`config.mk`:
```
export PLATFORM = sky130hd
export DESIGN_NAME = mcb_outer_bank_top
export DESIGN_NICKNAME = d
export VERILOG_FILES = /design/src/rtl/mcb_pkg.sv /design/src/rtl/mcb_outer_reg.sv /design/src/rtl/mcb_prg_compose.sv /design/src/rtl/mcb_chr_compose.sv /design/src/rtl/mcb_outer_bank_top.sv
export SDC_FILE = /design/constraint.sdc
export NUM_CORES = 1
export LEC_CHECK = 0
export BUFFER_PORTS_ARGS = -buffer_cell sky130_fd_sc_hd__buf_2
export CAP_MARGIN = 0
export CORE_MARGIN = 3
export CORE_UTILIZATION = 25
export CTS_BUF_LIST = sky130_fd_sc_hd__clkbuf_4
export DETAILED_ROUTE_END_ITERATION = 6
export PLACE_DENSITY_LB_ADDON = 0.05
export SLEW_MARGIN = 40
export SYNTH_ARGS = -nofsm -noshare
export SYNTH_HDL_FRONTEND = slang
export SYNTH_SLANG_ARGS = --single-unit
```
`constraint.sdc`:
```
create_clock -name clk -period 2.1 [get_ports clk]
set_clock_uncertainty 0.2 [all_clocks]
set_input_delay 0.42 -clock clk [delete_from_list [all_inputs] [get_ports clk]]
set_output_delay 0.42 -clock clk [all_outputs]
set_load 0.1 [all_outputs]
```
`src/rtl/mcb_pkg.sv`:
```
package mcb_pkg;

    localparam int CPU_AW      = 16;
    localparam int DATA_W      = 8;
    localparam int PPU_AW      = 14;
    localparam int PRG_OFS_W   = 13;
    localparam int CHR_OFS_W   = 10;
    localparam int PRG_KEEP_W  = 4;
    localparam int CHR_KEEP_W  = 8;
    localparam int INNER_W     = 8;
    localparam int WIN_W       = 2;
    localparam int SLOT_W      = CPU_AW - 1 - PRG_OFS_W;
    localparam int DEC_W       = CPU_AW - PRG_OFS_W;

    localparam int BIT_HALF    = 6;
    localparam int BIT_MODE    = 5;
    localparam int WIN_LSB     = 1;

    localparam logic [DEC_W-1:0] REG_WINDOW_CODE = 3'b011;

    typedef enum logic {
        PRG_INNER  = 1'b0,
        PRG_DIRECT = 1'b1
    } prg_mode_e;

    typedef struct packed {
        logic             half;
        prg_mode_e        mode;
        logic [WIN_W-1:0] win;
    } outer_cfg_t;

    localparam outer_cfg_t CFG_RESET = '{half: 1'b0, mode: PRG_INNER, win: '0};

    function automatic outer_cfg_t cfg_from_byte(input logic [DATA_W-1:0] d);
        outer_cfg_t c;
        c.half = d[BIT_HALF];
        c.mode = prg_mode_e'(d[BIT_MODE]);
        c.win  = d[WIN_LSB +: WIN_W];
        return c;
    endfunction

    function automatic logic hits_reg_window(input logic [CPU_AW-1:0] a);
        return a[CPU_AW-1 -: DEC_W] == REG_WINDOW_CODE;
    endfunction

endpackage

```
`src/rtl/mcb_outer_reg.sv`:
```
module mcb_outer_reg
    import mcb_pkg::*;
#(
    parameter int AW = CPU_AW,
    parameter int DW = DATA_W
) (
    input  logic          clk,
    input  logic          rst,
    input  logic [AW-1:0] cpu_addr,
    input  logic [DW-1:0] cpu_data,
    input  logic          cpu_wr,
    output outer_cfg_t    cfg
);

    logic       hit;
    logic       load;
    outer_cfg_t cfg_q;

    always_comb begin
        hit  = hits_reg_window(cpu_addr);
        load = cpu_wr && hit;
    end

    always_ff @(posedge clk) begin
        if (rst) begin
            cfg_q <= CFG_RESET;
        end else if (load) begin
            cfg_q <= cfg_from_byte(cpu_data);
        end
    end

    assign cfg = cfg_q;

    p_load_r2: assert property (@(posedge clk) disable iff (rst)
        (cpu_wr && cpu_addr[AW-1 -: DEC_W] == REG_WINDOW_CODE)
        |=> (cfg.half == $past(cpu_data[BIT_HALF])
             && cfg.win == $past(cpu_data[WIN_LSB +: WIN_W])));

    p_hold_r3: assert property (@(posedge clk) disable iff (rst)
        !(cpu_wr && cpu_addr[AW-1 -: DEC_W] == REG_WINDOW_CODE)
        |=> $stable(cfg));

endmodule

```
`src/rtl/mcb_prg_compose.sv`:
```
module mcb_prg_compose
    import mcb_pkg::*;
#(
    parameter int AW     = CPU_AW,
    parameter int IW     = INNER_W,
    parameter int KEEP_W = PRG_KEEP_W,
    parameter int OFS_W  = PRG_OFS_W,
    localparam int OUT_W = 1 + KEEP_W + OFS_W
) (
    input  logic             clk,
    input  logic             rst,
    input  outer_cfg_t       cfg,
    input  logic [AW-1:0]    cpu_addr,
    input  logic [IW-1:0]    inner_bank,
    output logic [OUT_W-1:0] rom_addr,
    output logic             rd_en
);

    localparam int SW = AW - 1 - OFS_W;

    logic [KEEP_W-1:0] inner_part;
    logic [KEEP_W-1:0] direct_part;
    logic [KEEP_W-1:0] bank_sel;
    logic [SW-1:0]     slot;

    always_comb begin
        slot        = cpu_addr[OFS_W +: SW];
        inner_part  = inner_bank[KEEP_W-1:0];
        direct_part = KEEP_W'({cfg.win, slot});
        unique case (cfg.mode)
            PRG_DIRECT: bank_sel = direct_part;
            default:    bank_sel = inner_part;
        endcase
        rom_addr = {cfg.half, bank_sel, cpu_addr[OFS_W-1:0]};
        rd_en    = cpu_addr[AW-1];
    end

    p_direct_slot_r6: assert property (@(posedge clk) disable iff (rst)
        (cfg.mode == PRG_DIRECT)
        |-> (rom_addr[OFS_W +: SW] == cpu_addr[OFS_W +: SW]
             && rom_addr[OFS_W + SW +: WIN_W] == cfg.win));

    p_inner_bank_r5: assert property (@(posedge clk) disable iff (rst)
        (cfg.mode == PRG_INNER)
        |-> rom_addr[OFS_W +: KEEP_W] == inner_bank[KEEP_W-1:0]);

endmodule

```
`src/rtl/mcb_chr_compose.sv`:
```
module mcb_chr_compose
    import mcb_pkg::*;
#(
    parameter int PW     = PPU_AW,
    parameter int IW     = INNER_W,
    parameter int KEEP_W = CHR_KEEP_W,
    parameter int OFS_W  = CHR_OFS_W,
    localparam int OUT_W = 1 + KEEP_W + OFS_W
) (
    input  outer_cfg_t       cfg,
    input  logic [PW-1:0]    ppu_addr,
    input  logic [IW-1:0]    inner_bank,
    output logic [OUT_W-1:0] rom_addr
);

    logic [KEEP_W-1:0] bank_sel;

    always_comb begin
        bank_sel = inner_bank[KEEP_W-1:0];
        rom_addr = {cfg.half, bank_sel, ppu_addr[OFS_W-1:0]};
    end

endmodule

```
`src/rtl/mcb_outer_bank_top.sv`:
```
module mcb_outer_bank_top
    import mcb_pkg::*;
#(
    parameter int AW        = CPU_AW,
    parameter int DW        = DATA_W,
    parameter int PW        = PPU_AW,
    parameter int IW        = INNER_W,
    parameter int PRG_KEEP  = PRG_KEEP_W,
    parameter int CHR_KEEP  = CHR_KEEP_W,
    parameter int PRG_OFS   = PRG_OFS_W,
    parameter int CHR_OFS   = CHR_OFS_W,
    localparam int PRG_AW   = 1 + PRG_KEEP + PRG_OFS,
    localparam int CHR_AW   = 1 + CHR_KEEP + CHR_OFS
) (
    input  logic              clk,
    input  logic              rst,
    input  logic [AW-1:0]     cpu_addr,
    input  logic [DW-1:0]     cpu_data,
    input  logic              cpu_wr,
    input  logic [PW-1:0]     ppu_addr,
    input  logic [IW-1:0]     inner_prg_bank,
    input  logic [IW-1:0]     inner_chr_bank,
    output logic [PRG_AW-1:0] prg_rom_addr,
    output logic [CHR_AW-1:0] chr_rom_addr,
    output logic              prg_rd_en
);

    outer_cfg_t cfg;

    mcb_outer_reg #(.AW(AW), .DW(DW)) u_reg (
        .clk      (clk),
        .rst      (rst),
        .cpu_addr (cpu_addr),
        .cpu_data (cpu_data),
        .cpu_wr   (cpu_wr),
        .cfg      (cfg)
    );

    mcb_prg_compose #(.AW(AW), .IW(IW), .KEEP_W(PRG_KEEP), .OFS_W(PRG_OFS)) u_prg (
        .clk        (clk),
        .rst        (rst),
        .cfg        (cfg),
        .cpu_addr   (cpu_addr),
        .inner_bank (inner_prg_bank),
        .rom_addr   (prg_rom_addr),
        .rd_en      (prg_rd_en)
    );

    mcb_chr_compose #(.PW(PW), .IW(IW), .KEEP_W(CHR_KEEP), .OFS_W(CHR_OFS)) u_chr (
        .cfg        (cfg),
        .ppu_addr   (ppu_addr),
        .inner_bank (inner_chr_bank),
        .rom_addr   (chr_rom_addr)
    );

    p_shared_half_r7: assert property (@(posedge clk) disable iff (rst)
        chr_rom_addr[CHR_AW-1] == prg_rom_addr[PRG_AW-1]);

endmodule

```
==> results of run 1 <==
synth_stat cells:
library cell	number	area (um2)
dfxtp_1	4	80.1
buf_4	34	255
nand2b_1	8	50.1
and4b_1	1	10.0
mux2i_1	4	40.0
mux2_2	4	45.0
buf_6	1	11.3
cell families (layout without fill, tap and decap cells):
family / after synthesis / in the layout / share of synthesized area
buffers and inverters: 35 / 23 / 0.542
DFF: 4 / 4 / 0.163
and+or+nand+nor: 9 / 9 / 0.122
muxes: 8 / 8 / 0.173
stage by stage:
step,worst slack [ns],hold slack [ns],cell area (um2),std cells,util
finish,0.175,0.245,379,69,0.213
detailed placement,0.405,0.277,357,66,0.200
CTS,0.147,0.239,379,69,0.213
floorplan,0.535,0.245,492,56,-
global route,0.106,0.253,379,69,0.213
global placement,0.404,0.257,357,66,0.200
power breakdown:
part,internal (uW),total [uW],switching (uW)
combinational,21.5,80.6,59.2
sequential,78.1,79.5,1.40
clock,63.9,94.4,30.5
critical path, stage by stage (launching register included):
cell,delay [ns]
dfxtp_1,0.42
mux2_2,0.36
buf_2,0.29
metal layers:
| metal | routed length [um] | GRT usage |
|---|---|---|
| met2 | 322 | 0.0826 |
| met5 | 0 | 0 |
| met4 | 29 | 0.0942 |
| met3 | 163 | 0.0356 |
| met1 | 267 | 0.0607 |
path summary, 6_finish.rpt:
path,slack (ns),cells past startpoint,to
worst min-delay path,0.24,3,u_reg.cfg[2]
worst min register to register,0.28,2,u_reg.cfg[3]
worst max register to register,1.22,2,u_reg.cfg[2]
worst max-delay path,0.18,2,prg_rom_addr[16]
area by class of cell:
type                    instances  share of cell area
clock buffers                   3              0.0594
well taps                      25              0.0825
repair buffers                 20               0.264
multi-input cells              17               0.383
flip-flops and latches          4               0.211
==> results.json, run 1 <==
{
  "status": "finished, final reports clean",
  "worstPathRequired_ns": 1.48,
  "finalSetupViolCount": 0,
  "largest_reg_flops": 4,
  "cp_max_fo": 5,
  "synth-seq-cells": 4,
  "fin_crit_sh": 0.916,
  "p_leak_uw": 0.000173,
  "powerDensity_nw_per_um2": 671,
  "cts_tree": "yes",
  "irDropWorstVdd_mv": 0.127,
  "postSynthAreaPerCell_um2": 8.78,
  "final_cell_mix": "buf_2 (20), nand2b_1 (8), mux2i_1 (4), mux2_2 (4), dfxtp_1 (4)",
  "diodes": 0,
  "drt_pass1_iterations": 4,
  "worstMarginPinSlew_ns": 0.486,
  "period_minus_slack_ns": 1.92,
  "grt_pass1_vias": 296,
  "routed_wl_um": 782,
  "grt_util_all_layers": 0.0647,
  "synth_nets": 113,
  "arrival_ns": 1.30,
  "cp-start-kind": "register",
  "drive_gt1_frac": 0.614,
  "ctsLongestPathBuffers": 2,
  "synth_cell_types": 7,
  "register_area_um2": 80.1,
  "rows": 15,
  "coreArea_um2": 1780,
  "cts_made_buffers": 3,
  "rsz0062_at_grt": "false",
  "yosysSeqAreaShare": 0.163,
  "cts_num_sinks": 4,
  "max_slew_margin": 0.678,
  "die_y_um": 50.4,
  "finalPower_uw": 255,
  "gp_congestion": 0.594,
  "startpoint": "u_reg.cfg[2]",
  "hp-start": "cpu_data[5]",
  "cts_max_level": 1,
  "die_x_um": 50.4,
  "ant_nets": 0,
  "path_class": "reg -> out",
  "vias": 275,
  "drv_cap": 0,
  "slew_viol_final": 0,
  "io_pins": 95,
  "grt_overflow": 0,
  "fmax_ghz": 0.520,
  "synth_cells": 56,
  "area_delta_synth_final_pct": -22.9,
  "cts_hold_buffers": 0,
  "via_per_inst": 3.99,
  "yosysWarnings": 0,
  "min_path_type": "in -> reg",
  "worstReg2RegStart": "u_reg.cfg[2]",
  "num-fill-cells": 205,
  "synth_area_um2": 492,
  "root_buffer": "clkbuf_4",
  "finalHoldViolations": 0,
  "drtIter0Drc": 1,
  "grt_pass1_wl_um": 1190,
  "end_kind": "output port",
  "multi_input_area_um2": 145,
  "start_util": 0.276,
  "cts_setup_buffers": 0,
  "drc": 0,
  "grt_max_degree": 9,
  "antenna_found_initial": 0,
  "path_clk_slew_ns": 0.03,
  "wl_per_cell_um": 11.3,
  "port_buffers": 20,
  "ctsResizeCount": 0,
  "die-area_um2": 2540,
  "clk_latency_ns": 0.23,
  "num-nets-final": 103,
  "layout_commonest_cell": "buf_2",
  "fin_setup_tns_ns": 0
}
Note: power is estimated with default switching activity, not from simulation.
==> run 2: changes to the inputs <==
--- a/config.mk
+++ b/config.mk
@@ -12,7 +12,9 @@
 export CTS_BUF_LIST = sky130_fd_sc_hd__clkbuf_4
 export DETAILED_ROUTE_END_ITERATION = 6
 export PLACE_DENSITY_LB_ADDON = 0.05
+export SKIP_CTS_REPAIR_TIMING = 1
 export SLEW_MARGIN = 40
 export SYNTH_ARGS = -nofsm -noshare
 export SYNTH_HDL_FRONTEND = slang
+export SYNTH_HIERARCHICAL = 1
 export SYNTH_SLANG_ARGS = --single-unit
==> run 2 against run 1 <==
  * Die area did not move
  * Core utilization did not move
  * Critical path depth did not move
  * Highest routed layer is now met3
==> results.json, run 2 <==
{
  "synth-seq-cells": 4,
  "yosysSeqAreaShare": 0.163,
  "dp_cells": 66,
  "start_util": 0.276,
  "synth.most_common_cell": "buf_4",
  "grt_util_met3": 0.0386,
  "gr-usage-met1": 0.0661,
  "io_pins": 95,
  "yosysWarnings": 6,
  "irDropWorstVdd_mv": 0.152,
  "ctsLongestPathBuffers": 2,
  "drc": 0,
  "path_class": "reg -> out",
  "antenna_found_initial": 0,
  "drt_pass1_iterations": 2,
  "drive_gt1_frac": 0.614,
  "place_ws_ns": 0.396,
  "synth_cells": 56,
  "status": "finished, final reports clean",
  "ys.flop_type": "dfxtp_1",
  "gp_congestion": 0.599,
  "grt_overflow": 0,
  "utilization": 0.213,
  "finalHoldViolations": 0,
  "diodes": 0,
  "fin_crit_sh": 0.918,
  "grt_pass1_vias": 302,
  "slew_viol_final": 0,
  "clk_latency_ns": 0.23,
  "powerDensity_nw_per_um2": 667,
  "grt_max_degree": 9,
  "layout.cells.non_filler": 69,
  "final_cell_mix": "buf_2 (20), nand2b_1 (8), mux2_2 (4), mux2i_1 (4), dfxtp_1 (4)",
  "largest_reg_flops": 4,
  "path_clk_slew_ns": 0.04,
  "worstMarginPinSlew_ns": 0.486,
  "cp_max_fo": 5,
  "synth_area_leaders": "buf_4 (52%), dfxtp_1 (16%), nand2b_1 (10%)",
  "min_path_type": "in -> reg",
  "cts_made_buffers": 3,
  "layout_commonest_cell": "buf_2",
  "fmax_ghz": 0.518,
  "finalSetupViolCount": 0,
  "synth_top_area_share": 0.519,
  "busiest_layer": "met2",
  "cp-start-kind": "register",
  "grt_util_all_layers": 0.0672,
  "synth_nets": 113,
  "port_buffers": 20,
  "cts_max_level": 1,
  "period_minus_slack_ns": 1.93,
  "cts_tree": "yes",
  "ys_top_cells_by_count": "buf_4 (34), nand2b_1 (8), dfxtp_1 (4), mux2_2 (4), mux2i_1 (4)",
  "synth_edf_count": 0,
  "area_delta_synth_final_pct": -22.9,
  "die_x_um": 50.4,
  "max_slew_margin": 0.678,
  "p_leak_uw": 0.000173,
  "rows": 15,
  "met2_usage": 0.0870,
  "grt_pass1_wl_um": 1240,
  "drtIter0Drc": 2,
  "via_per_inst": 3.83,
  "die_y_um": 50.4,
  "cts_num_sinks": 4,
  "arrival_ns": 1.31,
  "finalWorstSetupSlack_ns": 0.171,
  "ant_nets": 0,
  "routed_wl_um": 781,
  "end_kind": "output port",
  "worstPathRequired_ns": 1.48,
  "synth_area_um2": 492,
  "synthArstFlopShare": 0,
  "root_buffer": "clkbuf_4",
  "vias": 264,
  "rsz0062_at_grt": "false",
  "reg2regPathDepth": 2,
  "postSynthAreaPerCell_um2": 8.78,
  "hold_depth": 3,
  "num-nets-final": 103,
  "drv_cap": 0,
  "wl_per_cell_um": 11.3,
  "fin_setup_tns_ns": 0,
  "synth_cell_types": 7,
  "yosysTopAreaCell": "buf_4",
  "die-area_um2": 2540,
  "coreArea_um2": 1780,
  "num-fill-cells": 202
}
[run 2: cell counts in the layout (fill, tap and decap cells not counted)]
Identical to the previous run, type by type.
[run 2: area by class of cell]
| cell class | instances | area (um2) | area share |
|---|---|---|---|
| clock buffer | 3 | 22.5 | 0.0594 |
| multi-input combinational | 17 | 145 | 0.383 |
| sequential | 4 | 80.1 | 0.211 |
| tap | 25 | 31.3 | 0.0825 |
| timing repair buffer | 20 | 100 | 0.264 |
[run 2: metrics by stage]
| step | total power, uW | hold slack (ns) | instance area [um2] |
|---|---|---|---|
| after floorplan | 424 | 0.245 | 492 |
| after global placement | 161 | 0.259 | 357 |
| after detailed placement | 162 | 0.268 | 357 |
| after CTS | 261 | 0.239 | 379 |
| after global routing | 269 | 0.256 | 379 |
| final | 253 | 0.246 | 379 |
[run 2: kinds of logic (layout without fill, tap and decap cells)]
group / count (synthesis) / count (layout) / share of synthesized area
buf+inv: 35 / 23 / 0.542
flops: 4 / 4 / 0.163
mux: 8 / 8 / 0.173
simple gates: 9 / 9 / 0.122
[run 2: where the power goes]
part           total [uW]  internal, uW  leakage [uW]  switching, uW
Combinational        80.4          21.4      0.000127           59.0
Clock                93.1          63.8     0.0000138           29.3
Sequential           79.5          78.1     0.0000324           1.37
Total                 253           163      0.000173           89.7
[run 2: worst paths after layout]
check	start	slack [ns]	to
worst max-delay path	u_reg/cfg[2]	0.17	prg_rom_addr[13]
worst min-delay path	cpu_data[5]	0.25	u_reg/cfg[2]
worst max register to register	u_reg/cfg[2]	1.22	u_reg/cfg[2]
worst min register to register	u_reg/cfg[0]	0.27	u_reg/cfg[0]
[run 2: routing by layer]
| layer | share of wire | wire (um) | vias to the layer above |
|---|---|---|---|
| met3 | 0.20 | 156 | 0 |
| met4 | 0 | 0 | 0 |
| met5 | 0 | 0 | - |
| li1 | - | - | 120 |
| met1 | 0.35 | 277 | 113 |
| met2 | 0.45 | 348 | 31 |
[run 2: critical path: stages (launching register included)]
cell	delay, ns
dfxtp_1	0.43
mux2_2	0.36
buf_2	0.29
==> run 3: changes to the inputs <==
--- a/config.mk
+++ b/config.mk
@@ -7,7 +7,7 @@
 export LEC_CHECK = 0
 export BUFFER_PORTS_ARGS = -buffer_cell sky130_fd_sc_hd__buf_2
 export CAP_MARGIN = 0
-export CORE_MARGIN = 3
+export CORE_MARGIN = 2
 export CORE_UTILIZATION = 25
 export CTS_BUF_LIST = sky130_fd_sc_hd__clkbuf_4
 export DETAILED_ROUTE_END_ITERATION = 6
==> run 3 against run 2 <==
  * Core utilization down 1.2 points
  * Highest routed layer unchanged
  * Setup slack worse by 0.0020 ns
  * Total power down 0.64%
  * Routed wire length down 3.1%
  * Register-to-register slack worse by 0.02 ns
  * Die area down 7.8%
  * Clock power down 2%
  * Maximum frequency down 0.10%
  * Largest cell class unchanged
  * Critical endpoint is now prg_rom_addr[14]
  * Via count up 0.38%
  * Final cell count up 2.9%
  * Combinational power about the same
==> results.json, run 3 (same netlist as run 2, synthesis figures left out) <==
{
  "wl_per_cell_um": 10.7,
  "p_leak_uw": 0.000173,
  "cts_max_level": 1,
  "diodes": 0,
  "die_y_um": 48.4,
  "finalHoldViolations": 0,
  "via_per_inst": 3.73,
  "crit_family": "flip-flops",
  "coreArea_um2": 1900,
  "fin_setup_tns_ns": 0,
  "io_pins": 95,
  "pwr-share-seq": 0.316,
  "num-nets-final": 103,
  "max_slew_margin": 0.678,
  "cp_slowest_cell": "dfxtp_1",
  "rsz0062_at_grt": "false",
  "ctsLongestPathBuffers": 2,
  "cts_tree": "yes",
  "final_cell_mix": "buf_2 (20), nand2b_1 (8), mux2_2 (4), mux2i_1 (4), dfxtp_1 (4)",
  "worstReg2RegStart": "u_reg/cfg[2]",
  "fmax_ghz": 0.518,
  "ff2ff_setup_slack_ns": 1.20,
  "die_x_um": 48.4,
  "min_path_type": "in -> reg",
  "p_int_uw": 163,
  "slowest_delay_ns": 0.43,
  "p_sw_uw": 88.1,
  "drtIter0Drc": 1,
  "worstMarginPinSlew_ns": 0.486,
  "finalSetupViolCount": 0,
  "crit_buf_inv": 1,
  "p_comb_frac": 0.320,
  "grt_pass1_vias": 241,
  "grt_pass1_wl_um": 1140,
  "die-area_um2": 2340,
  "arrival_ns": 1.31,
  "period_minus_slack_ns": 1.93,
  "clk_latency_ns": 0.23,
  "gp_congestion": 0.610,
  "end_kind": "output port",
  "ant_nets": 0,
  "crit_end": "prg_rom_addr[14]",
  "crit_cells": 2,
  "grt_util_all_layers": 0.0672,
  "swShare": 0.351,
  "fin_crit_sh": 0.919,
  "largest_reg_flops": 4,
  "cp-start-kind": "register",
  "area_delta_synth_final_pct": -22.4,
  "hold_depth": 3,
  "status": "finished, final reports clean",
  "grt_overflow": 0,
  "drt_pass1_iterations": 2,
  "routed_wl_um": 757,
  "vias": 265,
  "irDropWorstVdd_mv": 0.214,
  "cts_num_sinks": 4,
  "crit_chain": "mux2_2 > buf_2",
  "layout_commonest_cell": "buf_2",
  "drv_cap": 0,
  "drc": 0,
  "finalWorstSetupSlack_ns": 0.169,
  "port_buffers": 20,
  "path_clk_slew_ns": 0.03,
  "r2r_end": "u_reg/cfg[2]",
  "place_ws_ns": 0.403,
  "cts_made_buffers": 3,
  "p_clk_frac": 0.363,
  "slew_viol_final": 0,
  "grt_max_degree": 9,
  "powerDensity_nw_per_um2": 659,
  "reg2regPathDepth": 2,
  "rows": 16,
  "startpoint": "u_reg/cfg[2]",
  "root_buffer": "clkbuf_4",
  "path_class": "reg -> out",
  "cp_max_fo": 5,
  "start_util": 0.259,
  "worstPathRequired_ns": 1.48,
  "antenna_found_initial": 0,
  "drive_gt1_frac": 0.614
}
==> run 3: metrics by stage <==
stage          hold slack, ns   util  instance area [um2]  std cells  total power [uW]
2_1_floorplan           0.245      -                  492         56               424
3_3_place_gp            0.257  0.189                  359         68               161
3_5_place_dp            0.268  0.189                  359         68               162
4_1_cts                 0.247  0.201                  382         71               260
5_1_grt                 0.248  0.201                  382         71               269
6_report                0.257  0.201                  382         71               251
==> run 3: tightest hold or removal path, delay by kind of cell <==
kind,cells,cell delay (ns)
mux,1,0.06
simple gates,1,0.06
buf+inv,1,0.09
==> run 3: how the worst min path moves through the flow <==
stage	start	end	slack, ns
floorplan	u_reg/cfg[0]	u_reg/cfg[0]	0.24
global placement	u_reg/cfg[0]	u_reg/cfg[0]	0.26
finish	cpu_data[5]	u_reg/cfg[2]	0.26
CTS	cpu_data[5]	u_reg/cfg[2]	0.25
detailed placement	u_reg/cfg[0]	u_reg/cfg[0]	0.27
global route	cpu_data[5]	u_reg/cfg[2]	0.25
==> run 3: area by class of cell <==
cell class | count | area (um2)
Tap cell | 27 | 33.8
Fill cell | 215 | 1520
Sequential cell | 4 | 80.1
Timing Repair Buffer | 20 | 100
Multi-Input combinational cell | 17 | 145
Clock buffer | 3 | 22.5
==> run 3: per-layer routing <==
metal,global-route usage,up-vias,part of all wire
met5,0,-,0
met1,0.0649,117,0.38
li1,-,120,-
met3,0.0679,0,0.20
met4,0.0476,0,0
met2,0.0856,28,0.41
==> run 3: power by group through the flow <==
stage	sequential [uW]	combinational, uW	clock (uW)
floorplan	80.3	344	0
global placement	80.6	80.6	0
detailed placement	80.7	81.1	0
CTS	79.5	81.3	98.8
global route	79.6	83.9	106
finish	79.5	80.6	91.3
